`config.mk`:
```
export PLATFORM = sky130hd
export DESIGN_NAME = vid_fmt_demux
export DESIGN_NICKNAME = d
export VERILOG_FILES = /design/src/rtl/vfd_pkg.sv /design/src/rtl/vfd_decode.sv /design/src/rtl/vfd_unpack.sv /design/src/rtl/vfd_pair.sv /design/src/rtl/vid_fmt_demux.sv
export SDC_FILE = /design/constraint.sdc
export NUM_CORES = 1
export LEC_CHECK = 0
export CAP_MARGIN = 20
export CORE_ASPECT_RATIO = 1.2
export CORE_MARGIN = 2
export CORE_UTILIZATION = 50
export DETAILED_ROUTE_END_ITERATION = 6
export GPL_ROUTABILITY_DRIVEN = 0
export MAX_ROUTING_LAYER = met4
export PLACE_DENSITY = 0.73
export SKIP_LAST_GASP = 1
export SLEW_MARGIN = 20
export SYNTH_ARGS = -nofsm -noshare
export SYNTH_HDL_FRONTEND = slang
export SYNTH_SLANG_ARGS = --single-unit
```
`constraint.sdc`:
```
create_clock -name clk -period 5.7 [get_ports clk]
set_clock_uncertainty 0.2 [all_clocks]
set_input_delay 0.57 -clock clk [delete_from_list [all_inputs] [get_ports clk]]
set_output_delay 0.57 -clock clk [all_outputs]
set_load 0.01 [all_outputs]
```
`src/rtl/vfd_pkg.sv`:
```
package vfd_pkg;
  typedef enum logic [2:0] {
    PK_RGB    = 3'd0,
    PK_RGB15  = 3'd1,
    PK_YCC444 = 3'd2,
    PK_YCC422 = 3'd3,
    PK_CI     = 3'd4,
    PK_NONE   = 3'd7
  } pix_kind_e;

  localparam logic [1:0] ORD_RGB  = 2'b00;
  localparam logic [1:0] ORD_GBR  = 2'b10;
  localparam logic [1:0] MODE_444 = 2'b00;
  localparam logic [1:0] MODE_422 = 2'b01;
  localparam logic [1:0] MODE_15  = 2'b10;
  localparam logic [1:0] MODE_CI  = 2'b11;
endpackage

```
`src/rtl/vfd_decode.sv`:
```
module vfd_decode
  import vfd_pkg::*;
(
  input  logic [5:0] fmt,
  output pix_kind_e  kind,
  output logic       gbr,
  output logic       narrow,
  output logic       err,
  output logic       en_interp,
  output logic       en_clut,
  output logic       en_matrix
);
  logic [1:0] order;
  logic [1:0] mode;
  logic       use_tab;
  logic       wide;

  assign order   = fmt[3:2];
  assign mode    = fmt[1:0];
  assign use_tab = fmt[4];
  assign wide    = fmt[5];

  always_comb begin
    err = (order != ORD_RGB) && (order != ORD_GBR);
    gbr = (order == ORD_GBR);
    unique case (mode)
      MODE_444: kind = use_tab ? PK_YCC444 : PK_RGB;
      MODE_422: kind = PK_YCC422;
      MODE_15:  kind = PK_RGB15;
      default:  kind = PK_CI;
    endcase
    if (err) kind = PK_NONE;
  end

  assign narrow    = (mode == MODE_422) && !wide;
  assign en_interp = !err && (mode == MODE_422);
  assign en_clut   = (kind == PK_YCC444) || (kind == PK_YCC422) || (kind == PK_CI);
  assign en_matrix = (kind == PK_RGB) || (kind == PK_RGB15) || (kind == PK_CI);
endmodule

```
`src/rtl/vfd_unpack.sv`:
```
module vfd_unpack
  import vfd_pkg::*;
#(
  parameter int CW = 8,
  parameter int PW = 5
) (
  input  logic [3*CW-1:0] word,
  input  pix_kind_e       kind,
  input  logic            gbr,
  output logic [CW-1:0]   c0,
  output logic [CW-1:0]   c1,
  output logic [CW-1:0]   c2
);
  localparam int XW = CW - PW;

  function automatic logic [CW-1:0] widen(input logic [PW-1:0] f);
    return {f, f[PW-1 -: XW]};
  endfunction

  logic [CW-1:0] hi, mid, lo;
  logic [PW-1:0] f_hi, f_mid, f_lo;

  assign hi    = word[3*CW-1 -: CW];
  assign mid   = word[2*CW-1 -: CW];
  assign lo    = word[CW-1:0];
  assign f_hi  = word[3*PW-1 -: PW];
  assign f_mid = word[2*PW-1 -: PW];
  assign f_lo  = word[PW-1:0];

  always_comb begin
    c0 = '0;
    c1 = '0;
    c2 = '0;
    unique case (kind)
      PK_RGB: begin
        if (gbr) begin
          c0 = lo;  c1 = hi;  c2 = mid;
        end else begin
          c0 = hi;  c1 = mid; c2 = lo;
        end
      end
      PK_RGB15: begin
        if (gbr) begin
          c0 = widen(f_lo);  c1 = widen(f_hi);  c2 = widen(f_mid);
        end else begin
          c0 = widen(f_hi);  c1 = widen(f_mid); c2 = widen(f_lo);
        end
      end
      PK_YCC444, PK_YCC422: begin
        c0 = hi;  c1 = mid;  c2 = lo;
      end
      PK_CI: begin
        c0 = lo;
      end
      default: begin
        c0 = '0;
      end
    endcase
  end
endmodule

```
`src/rtl/vfd_pair.sv`:
```
module vfd_pair
  import vfd_pkg::*;
#(
  parameter int CW = 8
) (
  input  logic          clk,
  input  logic          rst_n,
  input  logic          take,
  input  logic          line_act,
  input  logic          err,
  input  logic          narrow,
  input  pix_kind_e     kind,
  input  logic [CW-1:0] c0,
  input  logic [CW-1:0] c1,
  input  logic [CW-1:0] c2,
  input  logic          out_ready,
  output logic          o_valid,
  output logic          p_valid,
  output pix_kind_e     o_kind,
  output logic [CW-1:0] o_c0,
  output logic [CW-1:0] o_c1,
  output logic [CW-1:0] o_c2
);
  logic          expect_odd;
  logic [CW-1:0] hold_y, hold_cb;
  logic [CW-1:0] p_y, p_cb, p_cr;
  logic          fire, live, take_odd, take_even, take_one;

  assign fire      = o_valid && out_ready;
  assign live      = take && line_act && !err;
  assign take_odd  = live && narrow && expect_odd;
  assign take_even = live && narrow && !expect_odd;
  assign take_one  = live && !narrow;

  always_ff @(posedge clk or negedge rst_n) begin
    if (!rst_n) begin
      expect_odd <= 1'b1;
      hold_y     <= '0;
      hold_cb    <= '0;
      p_y        <= '0;
      p_cb       <= '0;
      p_cr       <= '0;
      p_valid    <= 1'b0;
      o_valid    <= 1'b0;
      o_kind     <= PK_NONE;
      o_c0       <= '0;
      o_c1       <= '0;
      o_c2       <= '0;
    end else begin
      if (take_odd) begin
        hold_y     <= c0;
        hold_cb    <= c1;
        expect_odd <= 1'b0;
        if (fire) o_valid <= 1'b0;
      end else if (take_even) begin
        o_c0       <= hold_y;
        o_c1       <= hold_cb;
        o_c2       <= c1;
        o_kind     <= PK_YCC422;
        o_valid    <= 1'b1;
        p_y        <= c0;
        p_cb       <= hold_cb;
        p_cr       <= c1;
        p_valid    <= 1'b1;
        expect_odd <= 1'b1;
      end else if (take_one) begin
        o_c0    <= c0;
        o_c1    <= c1;
        o_c2    <= c2;
        o_kind  <= kind;
        o_valid <= 1'b1;
      end else if (fire) begin
        if (p_valid) begin
          o_c0    <= p_y;
          o_c1    <= p_cb;
          o_c2    <= p_cr;
          o_kind  <= PK_YCC422;
          p_valid <= 1'b0;
        end else begin
          o_valid <= 1'b0;
        end
      end
      if (!line_act) expect_odd <= 1'b1;
    end
  end
endmodule

```
`src/rtl/vid_fmt_demux.sv`:
```
module vid_fmt_demux
  import vfd_pkg::*;
#(
  parameter int CW = 8,
  parameter int PW = 5
) (
  input  logic            clk,
  input  logic            rst_n,
  input  logic [5:0]      fmt_reg,
  input  logic            line_act,
  input  logic            in_valid,
  output logic            in_ready,
  input  logic [3*CW-1:0] in_data,
  output logic            out_valid,
  input  logic            out_ready,
  output logic [2:0]      out_kind,
  output logic [CW-1:0]   out_c0,
  output logic [CW-1:0]   out_c1,
  output logic [CW-1:0]   out_c2,
  output logic            en_interp,
  output logic            en_clut,
  output logic            en_matrix,
  output logic            fmt_err
);
  pix_kind_e     dec_kind, o_kind;
  logic          gbr, narrow, p_valid;
  logic [CW-1:0] u_c0, u_c1, u_c2;

  vfd_decode u_dec (
    .fmt       (fmt_reg),
    .kind      (dec_kind),
    .gbr       (gbr),
    .narrow    (narrow),
    .err       (fmt_err),
    .en_interp (en_interp),
    .en_clut   (en_clut),
    .en_matrix (en_matrix)
  );

  vfd_unpack #(.CW(CW), .PW(PW)) u_unp (
    .word (in_data),
    .kind (dec_kind),
    .gbr  (gbr),
    .c0   (u_c0),
    .c1   (u_c1),
    .c2   (u_c2)
  );

  assign in_ready = !p_valid && (!out_valid || out_ready);

  vfd_pair #(.CW(CW)) u_pair (
    .clk       (clk),
    .rst_n     (rst_n),
    .take      (in_valid && in_ready),
    .line_act  (line_act),
    .err       (fmt_err),
    .narrow    (narrow),
    .kind      (dec_kind),
    .c0        (u_c0),
    .c1        (u_c1),
    .c2        (u_c2),
    .out_ready (out_ready),
    .o_valid   (out_valid),
    .p_valid   (p_valid),
    .o_kind    (o_kind),
    .o_c0      (out_c0),
    .o_c1      (out_c1),
    .o_c2      (out_c2)
  );

  assign out_kind = o_kind;
endmodule

```
==> results.cfg, run 1 <==
[outcome]
status = completed

[logic_synthesis]
yosys-top-cells-count = nand2_1, dfrtp_1, o21ai_0
synth_top_cell_area_share = 0.397
syn_avg_cell_area_um2 = 8.58
ys_seq_area_frac = 0.422
ys_ff_latch = 70
ys_types = 63
synth_nets = 523
yosysTopAreaCell = dfrtp_1
syn_area_um2 = 4160
yosys.cell_count.top_type = nand2_1
ys_warn_count = 0
async_flop_share = 1.00
synth_edf_count = 0
synth_ff_type = dfrtp_1
synthCells = 485
synth_area_leaders = dfrtp_1, nand2_1, o21ai_0

[routing]
drc = 0
via_count = 3999
wl_per_cell_um = 19.5
dr.pass1.iters = 5
drt_wl_total_um = 12300
drt_iter0_drc = 296
vias_per_cell = 6.31
ant_nets = 0

[grt]
track_usage = 0.294
grt_pass1_vias = 3845
grt_pass1_wl_um = 20200
met2_usage = 0.415
antenna_found_initial = 0
grt_max_degree = 71
grt-ovfl-total = 0
gr-usage-met1 = 0.412
top_usage_layer = met2
met3_usage = 0.0556

[worst_setup_path]
rr_worst_depth = 5
arrival_ns = 3.09
r2r_setup_slack_ns = 2.92
rr_startpoint = u_pair.o_valid
critical-path-slowest-cell = nor2b_1
cp-end-kind = output pin
critPathKind = in2out
crit_top_cell = nor2_1
start_kind = input pin
path_buf_inv = 2
cpLargestDelayFamily = simple AND/OR/NAND/NOR gates
worstPathCellList = clkdlybuf4s50_1, nor2b_1, nor2_1, nor2_1, a21oi_1, nor2_1, clkdlybuf4s50_1
cp_max_fo = 11
worst_r2r_endpoint = u_pair.o_c0[7]
required_ns = 4.93
cpPeakStageDelay_ns = 0.81

[layout]
drive_gt1_frac = 0.0965
fin_cells = 634
regArea_um2 = 1760
num-fill-cells = 712
nNetsFinal = 572
multi_input_area_um2 = 2230
design_area_um2 = 5030
syn_to_final_growth_pct = 20.8
diodes = 0

[clock_tree]
clk_latency_ns = 0.36
cts_num_sinks = 70
cts_made_buffers = 9
cts_setup_buffers = 0
path_clk_slew_ns = 0.08
h-tree-depth = 3
cts-root-buf = clkbuf_8
cts_tree = yes
cts_buffer_depth = 2
cts_hold_buf = 0
cts_resized = 0

[floorplanning]
ioPinCount = 68
fp.dieH_um = 104
dieArea_um2 = 9070
core_um2 = 8110
rows = 36
start_util = 0.513
die_w_um = 87.3

[hold_path]
min_path_type = in2async

[timing]
hold_viol = 0
slew_headroom = 0.332
timing.final.crit_period_ns = 3.86
finalSetupViolations = 0
fin_tns_setup_ns = 0
rsz0062_at_grt = false
whs_ns = 0.213
fmax_ghz = 0.259
finalMaxSlewViolations = 0
worst_pin_slew_ns = 1.00
timing.final.crit_share = 0.678

[power_and_ir_drop]
p_per_area_nw_per_um2 = 265
vdd_ir_drop_max_mv = 0.153
power_leakage_nw = 2.13

[placement]
dp_hpwl_um = 8480
placed_cell_area_um2 = 4830
numPortBuffers = 67
place_inst = 618

[job]
cap_violations = 0
## how the worst max path moves through the flow
stage	start	endpoint	slack [ns]	depth (start not counted)
after floorplan	fmt_reg[0]	en_matrix	3.11	6
after CTS	fmt_reg[0]	en_clut	1.86	7
after detailed placement	fmt_reg[0]	en_clut	1.88	7
after global routing	fmt_reg[0]	en_clut	1.68	7
after global placement	fmt_reg[0]	en_matrix	1.96	7
final	fmt_reg[0]	en_clut	1.84	7
## flip-flops by register name, indices dropped and copies added, names as in the netlist
register           count
u_pair.o_valid         1
u_pair.hold_y          8
u_pair.p_valid         1
u_pair.o_c1            8
u_pair.o_c2            8
u_pair.o_c0            8
u_pair.o_kind          3
u_pair.p_cb            8
u_pair.p_y             8
u_pair.p_cr            8
u_pair.hold_cb         8
u_pair.expect_odd      1
## kinds of logic (layout without fill, tap and decap cells)
| kind of cell | Yosys count | count (layout) | share of synthesized area |
|---|---|---|---|
| AND/OR/NAND/NOR | 220 | 220 | 0.257 |
| AO/OA/AOI/OAI | 138 | 138 | 0.233 |
| flip-flops | 70 | 70 | 0.422 |
| buffers and inverters | 39 | 93 | 0.0415 |
| multiplexers | 15 | 15 | 0.0376 |
| adder cells (fa/ha/maj) | 3 | 3 | 0.00902 |
## layer usage
metal  share of wire  vias up
met1            0.42     1899
li1                -     1841
met5               0        -
met2            0.46      223
met3           0.076       36
met4           0.042        0
## metrics by stage
step,util,setup WS (ns),total power (W)
floorplan,-,3.11,0.000759
global placement,0.596,1.96,0.000929
detailed placement,0.596,1.88,0.000932
CTS,0.620,1.86,0.00134
global route,0.620,1.68,0.00140
finish,0.620,1.84,0.00133
## worst register-to-register path: stages (launching register included)
cell and delay, ns:
dfrtp_1 0.41, nor2b_1 0.61, or4_1 0.89, a22oi_1 0.21
a2bb2oi_1 0.18, a21boi_1 0.20
## area by class of cell
cell class              instances  area share
clock buffers                  12      0.0289
inverters                       4     0.00299
clock inverters                 4     0.00946
multi-input cells             376       0.444
flip-flops and latches         70       0.350
repair buffers                 73       0.141
well taps                      95      0.0236
## power by group
| part | leakage, nW | switching, W | internal [W] |
|---|---|---|---|
| combinational | 1.14 | 0.000166 | 0.000168 |
| clock | 0.0964 | 0.000194 | 0.000213 |
| sequential | 0.901 | 0.0000336 | 0.000557 |
## layout by cell type (no fill, tap or decap), drive strengths merged, types with 5 or more instances in the layout
cell	count
nand3	8
clkbuf	12
a31oi	5
dfrtp	66
a21oi	20
a41oi	10
o21ai	40
a22o	8
o221ai	8
clkdlybuf4s50	66
a21boi	5
nand2	128
nor2	31
buf	7
nor3	9
mux2	5
or2	6
o211ai	9
o22ai	5
mux2i	10
o31ai	8
nor2b	5
Power figures use the tool's default switching activity.
==> inputs of run 2 (changes only) <==
==> constraint.sdc (replaced) <==
create_clock -name clk -period 4 [get_ports clk]
set_clock_uncertainty 0.2 [all_clocks]
set_input_delay 0.4 -clock clk [delete_from_list [all_inputs] [get_ports clk]]
set_output_delay 0.4 -clock clk [all_outputs]
set_load 0.01 [all_outputs]
==> run 2 against run 1 <==
Compared with the run above:
- utilization up 1.7 points
- non-clock buffer count rose by 11
- sequential share of layout area decreased by 0.95 points
- total power up 49%
- register-to-register slack worse by 1.5 ns
- largest power group unchanged
- first-iteration DRC count increased by 28%
- highest routed layer unchanged
==> results.cfg, run 2 (synthesis results as in run 1) <==
[power_and_ir_drop]
vdd_ir_drop_max_mv = 0.194
p_per_area_nw_per_um2 = 383
power_leakage_nw = 2.21

[clock_tree]
cts_buffer_depth = 2
h-tree-depth = 3
cts_made_buffers = 9
cts_setup_buffers = 0
cts_resized = 0
clk_latency_ns = 0.36
cts-root-buf = clkbuf_8
cts_num_sinks = 70
path_clk_slew_ns = 0.07
cts_tree = yes

[placement]
place_inst = 628
dp_slack_ns = 0.480
numPortBuffers = 67
dp_hpwl_um = 9050
placed_cell_area_um2 = 4930

[layout]
design_area_um2 = 5170
fin_cells = 645
multi_input_area_um2 = 2230
syn_to_final_growth_pct = 24.1
nNetsFinal = 583
drive_gt1_frac = 0.113
final_cell_mix = nand2_1, clkdlybuf4s50_1, dfrtp_1
num-fill-cells = 710
layout.cells.most_common = nand2_1
regArea_um2 = 1760

[worst_setup_path]
cp_max_fo = 11
r2r_setup_slack_ns = 1.37
critical-path-slowest-cell = nor2b_1
critPathKind = in2out
required_ns = 3.40
worstPathCellList = clkdlybuf4s50_1, nor2b_1, nor2_1, nor2_1, a21oi_1, nor2_1, clkdlybuf4s50_1
crit_top_cell = nor2_1
cpPeakStageDelay_ns = 0.82
cp-end-kind = output pin
path_buf_inv = 2
arrival_ns = 2.92
cpLargestDelayFamily = simple AND/OR/NAND/NOR gates
start_kind = input pin

[floorplanning]
dieArea_um2 = 9070
fp.dieH_um = 104
start_util = 0.513
die_w_um = 87.3
ioPinCount = 68
core_um2 = 8110
rows = 36

[timing]
fin_tns_setup_ns = 0
timing.final.crit_period_ns = 3.52
rsz0062_at_grt = false
finalMaxSlewViolations = 0
whs_ns = 0.278
timing.final.crit_share = 0.880
hold_viol = 0
fin_ws_ns = 0.481
slew_headroom = 0.332
fmax_ghz = 0.284
finalSetupViolations = 0
worst_pin_slew_ns = 1.00

[grt]
track_usage = 0.303
grt-ovfl-total = 0
grt_pass1_vias = 4018
grt_pass1_wl_um = 20800
antenna_found_initial = 1
grt_max_degree = 45

[routing]
ant_nets = 0
vias_per_cell = 6.42
drt_iter0_drc = 378
wl_per_cell_um = 19.4
via_count = 4143
dr.pass1.iters = 5
drc = 0
drt_wl_total_um = 12500

[hold_path]
min_path_type = reg2reg

[job]
cap_violations = 0

[outcome]
status = completed
-- run 2: metrics by stage --
step | utilization | total power (W)
3_3_place_gp | 0.604 | 0.00133
5_1_grt | 0.637 | 0.00208
3_5_place_dp | 0.608 | 0.00134
4_1_cts | 0.635 | 0.00199
6_report | 0.637 | 0.00198
2_1_floorplan | - | 0.00108
-- run 2: area by class of cell --
type	count	share of cell area
Antenna cell	1	0.000484
Clock buffer	12	0.0300
Clock inverter	3	0.0131
Inverter	4	0.00291
Multi-Input combinational cell	376	0.432
Sequential cell	70	0.340
Tap cell	95	0.0230
Timing Repair Buffer	84	0.158
-- run 2: path summary, 6_finish.rpt --
kind	from	to	cells past startpoint
setup / recovery	fmt_reg[0]	en_clut	7
hold / removal	u_pair.p_y[3]	u_pair.p_y[3]	2
setup reg to reg	u_pair.o_valid	u_pair.o_c1[1]	5
hold reg to reg	u_pair.p_y[3]	u_pair.p_y[3]	2
max in group asynchronous	rst_n	u_pair.o_kind[2]	3
min in group asynchronous	rst_n	u_pair.p_cb[4]	2
-- run 2: what timing repair did --
| action | 4_1_cts | 5_1_grt |
|---|---|---|
| hold buffers | 0 | 1 |
| endpoints found under the setup margin | 0 | 0 |
| hold endpoints to repair | 0 | 40 |
-- run 2: where the power goes --
group	internal (W)	switching [W]	leakage, nW
combinational	0.000246	0.000236	1.20
clock	0.000382	0.000271	0.109
sequential	0.000794	0.0000525	0.901
total	0.00142	0.000560	2.21
-- run 2: metal layers --
layer,up-vias,routed length [um],GRT usage
li1,1871,-,-
met1,1972,5120,0.415
met2,250,5660,0.409
met3,50,1090,0.0754
met4,0,650,0.160
met5,-,0,-
-- run 2: worst register-to-register path: cells and delay by family, from the launching register on --
kind | cells | cell delay [ns]
simple gates | 3 | 1.39
buf+inv | 1 | 0.32
compound gates | 1 | 0.21
flops | 1 | 0.42
==> inputs of run 3 (changes only) <==
--- a/config.mk
+++ b/config.mk
@@ -5,6 +5,7 @@
 export SDC_FILE = /design/constraint.sdc
 export NUM_CORES = 1
 export LEC_CHECK = 0
+export ABC_AREA = 0
 export CAP_MARGIN = 20
 export CORE_ASPECT_RATIO = 1.2
 export CORE_MARGIN = 2
==> results of run 3 <==
Final layout, timing and power as in run 2 (identical DEF).
